`config.mk`:
```
export PLATFORM = sky130hd
export DESIGN_NAME = pckBank
export DESIGN_NICKNAME = d
export VERILOG_FILES = /design/src/rtl/pckPkg.sv /design/src/rtl/pckCtrl.sv /design/src/rtl/pckDatapath.sv /design/src/rtl/pckBank.sv
export SDC_FILE = /design/constraint.sdc
export NUM_CORES = 1
export LEC_CHECK = 0
export CAP_MARGIN = 20
export CORE_MARGIN = 2
export CORE_UTILIZATION = 59
export CTS_BUF_LIST = sky130_fd_sc_hd__clkbuf_8
export DETAILED_ROUTE_END_ITERATION = 10
export PLACE_DENSITY_LB_ADDON = 0.05
export REMOVE_ABC_BUFFERS = 1
export SLEW_MARGIN = 20
export SYNTH_ARGS = -nofsm -noshare
export SYNTH_HDL_FRONTEND = slang
export SYNTH_SLANG_ARGS = --single-unit
```
`constraint.sdc`:
```
create_clock -name clk -period 2.45 [get_ports clk]
set_clock_uncertainty 0.15 [all_clocks]
set_input_delay 0.3675 -clock clk [delete_from_list [all_inputs] [get_ports clk]]
set_output_delay 0.3675 -clock clk [all_outputs]
set_load 0.1 [all_outputs]
```
`src/rtl/pckPkg.sv`:
```
package pckPkg;
  localparam int NUM_CH    = 3;
  localparam int ADDR_W    = 3;
  localparam int DATA_W    = 8;
  localparam int SRC_W     = 2;
  localparam int PRES_W    = 3;
  localparam int CFG_W     = SRC_W + PRES_W;
  localparam int MAX_EXP   = 6;
  localparam int CNT_W     = MAX_EXP;
  localparam int READY_EDGES = 2;
  localparam int RDY_W     = 2;
  localparam int RDY_LSB   = 4;

  localparam logic [ADDR_W-1:0] ADDR_SET  = 3'd0;
  localparam logic [ADDR_W-1:0] ADDR_CLR  = 3'd1;
  localparam logic [ADDR_W-1:0] ADDR_STAT = 3'd2;
  localparam logic [ADDR_W-1:0] ADDR_CFG0 = 3'd3;

  typedef enum logic [SRC_W-1:0] {
    SRC_SLOW = 2'd0,
    SRC_MAIN = 2'd1,
    SRC_PLL  = 2'd2,
    SRC_ALT  = 2'd3
  } srcSel_e;

  typedef struct packed {
    logic [PRES_W-1:0] pres;
    srcSel_e           src;
  } chanCfg_t;

  typedef struct packed {
    logic [NUM_CH-1:0] chanOn;
    logic [NUM_CH-1:0] restart;
  } ctrlStrobe_t;
endpackage

```
`src/rtl/pckCtrl.sv`:
```
module pckCtrl
  import pckPkg::*;
(
  input  logic                clk,
  input  logic                rst_n,
  input  logic                wrEn,
  input  logic [ADDR_W-1:0]   addr,
  input  logic [DATA_W-1:0]   wrData,
  input  logic [NUM_CH-1:0]   readyVec,
  output ctrlStrobe_t         strobe,
  output chanCfg_t            cfgArr [NUM_CH],
  output logic [DATA_W-1:0]   rdData
);
  logic [NUM_CH-1:0] enReg;
  logic [NUM_CH-1:0] setHit, clrHit, cfgHit;
  logic              unusedWrBits;

  assign unusedWrBits = ^wrData[DATA_W-1:CFG_W];

  for (genvar i = 0; i < NUM_CH; i++) begin : g_ch
    localparam logic [ADDR_W-1:0] CFG_ADDR = ADDR_W'(ADDR_CFG0 + i);

    assign setHit[i] = wrEn && (addr == ADDR_SET) && wrData[i];
    assign clrHit[i] = wrEn && (addr == ADDR_CLR) && wrData[i];
    assign cfgHit[i] = wrEn && (addr == CFG_ADDR);

    always_ff @(posedge clk or negedge rst_n) begin
      if (!rst_n) begin
        enReg[i] <= 1'b0;
      end else if (clrHit[i]) begin
        enReg[i] <= 1'b0;
      end else if (setHit[i]) begin
        enReg[i] <= 1'b1;
      end
    end

    always_ff @(posedge clk or negedge rst_n) begin
      if (!rst_n) begin
        cfgArr[i] <= '{pres: '0, src: SRC_SLOW};
      end else if (cfgHit[i]) begin
        cfgArr[i] <= chanCfg_t'(wrData[CFG_W-1:0]);
      end
    end

    // Restart on a fresh enable or on a reconfiguration of a running output.
    assign strobe.restart[i] = (setHit[i] & ~enReg[i]) | (cfgHit[i] & enReg[i]);
  end

  assign strobe.chanOn = enReg;

  always_comb begin
    rdData = '0;
    if (addr == ADDR_STAT) begin
      rdData[NUM_CH-1:0]        = enReg;
      rdData[RDY_LSB +: NUM_CH] = readyVec;
    end
    for (int k = 0; k < NUM_CH; k++) begin
      if (addr == ADDR_W'(ADDR_CFG0 + k)) begin
        rdData[CFG_W-1:0] = cfgArr[k];
      end
    end
  end
endmodule

```
`src/rtl/pckDatapath.sv`:
```
module pckDatapath
  import pckPkg::*;
(
  input  logic              clk,
  input  logic              rst_n,
  input  logic              slowSrc,
  input  logic              mainSrc,
  input  logic              pllSrc,
  input  ctrlStrobe_t       strobe,
  input  chanCfg_t          cfgArr [NUM_CH],
  output logic [NUM_CH-1:0] clkOut,
  output logic [NUM_CH-1:0] readyVec
);
  for (genvar i = 0; i < NUM_CH; i++) begin : g_ch
    logic              srcSel;
    logic              srcQ, srcQ2, srcRise;
    logic [CNT_W-1:0]  divCnt;
    logic [PRES_W-1:0] presEff, bitIdx;
    logic              outRaw, outPrev, outRise;
    logic [RDY_W-1:0]  rdyCnt;
    logic              hold;

    always_comb begin
      unique case (cfgArr[i].src)
        SRC_MAIN: srcSel = mainSrc;
        SRC_PLL:  srcSel = pllSrc;
        default:  srcSel = slowSrc;
      endcase
    end

    assign presEff = (cfgArr[i].pres > PRES_W'(MAX_EXP)) ? PRES_W'(MAX_EXP) : cfgArr[i].pres;
    assign bitIdx  = presEff - PRES_W'(1);
    assign srcRise = srcQ & ~srcQ2;
    assign hold    = ~strobe.chanOn[i] | strobe.restart[i];

    always_comb begin
      if (presEff == '0) outRaw = srcQ;
      else               outRaw = divCnt[bitIdx];
    end

    assign clkOut[i] = strobe.chanOn[i] & outRaw;
    assign outRise   = clkOut[i] & ~outPrev;

    always_ff @(posedge clk or negedge rst_n) begin
      if (!rst_n) begin
        srcQ    <= 1'b0;
        srcQ2   <= 1'b0;
        divCnt  <= '0;
        outPrev <= 1'b1;
        rdyCnt  <= '0;
      end else begin
        srcQ  <= srcSel;
        srcQ2 <= srcQ;
        if (hold) begin
          divCnt  <= '0;
          outPrev <= 1'b1;
          rdyCnt  <= '0;
        end else begin
          if (srcRise) divCnt <= divCnt + CNT_W'(1);
          outPrev <= clkOut[i];
          if (outRise && rdyCnt != RDY_W'(READY_EDGES)) rdyCnt <= rdyCnt + RDY_W'(1);
        end
      end
    end

    assign readyVec[i] = strobe.chanOn[i] && (rdyCnt == RDY_W'(READY_EDGES));
  end
endmodule

```
`src/rtl/pckBank.sv`:
```
module pckBank
  import pckPkg::*;
(
  input  logic              clk,
  input  logic              rst_n,
  input  logic              slowSrc,
  input  logic              mainSrc,
  input  logic              pllSrc,
  input  logic              wrEn,
  input  logic [ADDR_W-1:0] addr,
  input  logic [DATA_W-1:0] wrData,
  output logic [DATA_W-1:0] rdData,
  output logic [NUM_CH-1:0] clkOut
);
  ctrlStrobe_t       ctrlStrb;
  chanCfg_t          cfgArr [NUM_CH];
  logic [NUM_CH-1:0] readyVec;
  logic [NUM_CH-1:0] chanOnVec;

  assign chanOnVec = ctrlStrb.chanOn;

  pckCtrl u_ctrl (
    .clk(clk), .rst_n(rst_n), .wrEn(wrEn), .addr(addr), .wrData(wrData),
    .readyVec(readyVec), .strobe(ctrlStrb), .cfgArr(cfgArr), .rdData(rdData)
  );

  pckDatapath u_dp (
    .clk(clk), .rst_n(rst_n), .slowSrc(slowSrc), .mainSrc(mainSrc), .pllSrc(pllSrc),
    .strobe(ctrlStrb), .cfgArr(cfgArr), .clkOut(clkOut), .readyVec(readyVec)
  );
endmodule

```
==> results.md <==
- Avg WL per Cell: around 16 µm
- Clock Power Share: 0.233
- H-Tree Depth: 2
- Worst setup SP type: input pin
- NetSw: around 0.75 mW
- Hold depth: 0
- N_diodes: 0
- Final setup vio count: 0
- FF-to-FF path depth: 4
- Gp weighted congestion: between 0.7 and 0.8
- R2R setup slack: slightly above 0.5 ns
- Worst hold margin: roughly 0.25 ns
- Critical path arrival: between 1.5 and 2 ns
- Hold endpoint: u_dp.g_ch[2].srcQ2$_DFF_PN0_
- Yosys top cell area share: 0.440
- Crit end category: output port
- First-pass GRT wire length: between 8000 and 9000 µm
- CP max stage delay: around 0.51 ns
- CP max stage cell: clkdlybuf4s50_1
- Initial Util: 0.618
- Sequential fraction of the synthesis area: 0.469
- Lkg Pwr: around 1.5 nW
- #FFs+latches synth: slightly above 50
- GR Util All Layers: 0.225
- Critical path class: input pin to output port
- Worst r2r src: u_ctrl.cfgArr[7]$_DFFE_PN0P_
- RSZ-0062 raised after global routing: no
- Largest net degree at the start of global routing: 52
- DIE WIDTH: 72.0 µm
- GRT overflow: 0
- Worst-Skew Late Latency: 0.31 ns
- Number of global-route vias before repair: 1901
- Min-delay src: u_dp.g_ch[2].srcQ$_DFF_PN0_
- Vias post-DR: roughly 1900
- Die area: 5190 µm²
- Routed Wire Length: between 5000 and 6000 µm
- Period utilisation layout: 0.968
- Height of the die: 72.0 µm
- Register share of total power: 0.488
- Power Internal: about 1.5 mW
- Fin. Hold Viols: 0
- Gate power share: 0.279
- Synth area leader: dfrtp_1
- Sw frac: 0.331
- Share of cells above drive strength 1: 0.221
- VDD IR max: slightly above 0.4 mV
- Hold Crit Class: flop to flop
- Post-DP HPWL: 3900 µm
- CP Max Fanout: 3
- Synthesized cell area: approximately 2700 µm²
- Syn avg cell area: ~11 µm²
- Most frequent cells in the layout: 48 x dfrtp_1, 24 x mux2i_1, 23 x nor2_1
- Post-layout min period: approximately 2.4 ns
- Count of different cell masters after synthesis: 37
- Initial antenna violation count: 0
- Clk sinks: 51
- Crit Reg-Reg Endpoint: u_dp.g_ch[1].rdyCnt[0]$_DFFE_PN0P_
- P per Cell Area: 690 nW/µm²
- Slew Viols, Final: 0
- CP bufs+invs: 4
- Ports: 28
- Core Area: roughly 4400 µm²
- Max Freq: roughly 420 MHz
- Post-Synthesis Cells: about 250
- Yosys warnings: 0
- Routed vias/inst: approximately 5.6
- Cell chain of the critical path: clkdlybuf4s50_1, inv_1, buf_4, o32ai_1, buf_12
- Synth top area cells: dfrtp_1 44%, mux2i_1 8.8%, ha_1 5.5%
- Clk pin slew, worst setup/hold paths: about 0.08 ns
- # DRC: 0
- Cell family with most CP delay: buffers and inverters
- DR pass1 iterations: 4
- Max-cap viol count: 0
- Clock buffer depth: 2
- Post-CTS Setup Repair Bufs: 0
- Layout net count: approximately 310
- Rel. slew slack: 0.657
- Rows: 24
- Total negative slack: 0 ns
- Worst slew pin tran: a little over 0.5 ns
- Commonest non-fill, non-tap cell in the layout: dfrtp_1
- Final ANT Viol Nets: 0
- Root Driver: clkbuf_8
- DR iter-0 viols: 52
- CTS tree: done
- Run status: complete, no violations
- Required @ worst endpoint: between 1.5 and 2 ns
- Growth of design area from synthesis to finish: 19.9%
- Number of buffers created by CTS: 5
- IO buf count: 23
- Total power: roughly 2.3 mW
synth_stat cells, drive strengths merged:
library cell and instances:
nor2b 5, and4bb 1, nor3 3, inv 16, mux2i 24, xnor2 6
dfstp 3, o31ai 1, a21oi 1, buf 7, clkbuf 7, nand2 20
and3 5, ha 12, nand4 7, conb 1, nor2 24, o32ai 2
dfrtp 48, nand4b 2, or2 2, nand2b 3, or3 1, o22ai 3
mux2 14, a41oi 1, nor3b 1, xor2 9, a22oi 3, nand3 8
o21ai 8, mux4 3
metrics by stage:
step | instances | setup WS [ns] | instance area, µm² | utilization
after detailed placement | 324 | 0.0224 | 3150 | 0.713
after global routing | 333 | 0.0147 | 3270 | 0.742
final | 333 | 0.0793 | 3270 | 0.742
after CTS | 333 | 0.00985 | 3260 | 0.738
after global placement | 324 | 0.0266 | 3150 | 0.713
after floorplan | 237 | -0.938 | 2650 | -
cells by family after synthesis:
family | share of synthesized area
compound gates | 0.0440
xor+xnor | 0.0481
fa+ha+maj | 0.0550
buf+inv | 0.0504
flops | 0.469
mux | 0.170
other cells | 0.00137
simple gates | 0.162
power by group through the flow:
stage / logic (mW) / registers, mW / clock network [mW]
floorplan: 0.426 / 1.08 / 0
global placement: 0.610 / 1.11 / 0
detailed placement: 0.627 / 1.12 / 0
CTS: 0.630 / 1.10 / 0.541
global route: 0.694 / 1.12 / 0.560
finish: 0.631 / 1.10 / 0.526
registers in the layout, indices dropped and copies added (netlist names):
| signal | count |
|---|---|
| u_dp.g_ch.divCnt | 18 |
| u_ctrl.cfgArr | 15 |
| u_dp.g_ch.rdyCnt | 6 |
| u_ctrl.strobe | 3 |
| u_dp.g_ch.outPrev | 3 |
| u_dp.g_ch.srcQ | 3 |
| u_dp.g_ch.srcQ2 | 3 |
routing by layer:
layer / vias to the layer above / routed length, µm / GRT usage
met5: - / 0 / 0
met4: 0 / 78 / 0.0755
met3: 7 / 165 / 0.0431
met2: 25 / 2520 / 0.347
met1: 932 / 2470 / 0.322
li1: 913 / - / -
area by class of cell:
cell class                      count  area [µm²]
Clock buffer                        7        96.3
Timing Repair Buffer               36         438
Fill cell                         305        1140
Sequential cell                    51        1280
Tap cell                           52        65.1
Clock inverter                      1        3.75
Inverter                           16        60.1
Multi-Input combinational cell    170        1330
worst max path at each step:
| stage | from | to | slack [ns] | cells past startpoint |
|---|---|---|---|---|
| detailed placement | addr[0] | rdData[4] | 0.02 | 6 |
| finish | addr[0] | rdData[3] | 0.08 | 5 |
| floorplan | addr[2] | rdData[3] | -0.94 | 2 |
| global placement | addr[0] | rdData[4] | 0.03 | 6 |
| CTS | addr[0] | rdData[4] | 0.01 | 6 |
| global route | addr[0] | rdData[3] | 0.01 | 6 |
timing repair:
action / in CTS / in global routing
resized for setup: 0 / 5
endpoints found under the hold margin: 48 / 0
endpoints found under the setup margin: 0 / 4
hold buffers: 1 / 0
Power figures use the tool's default switching activity.
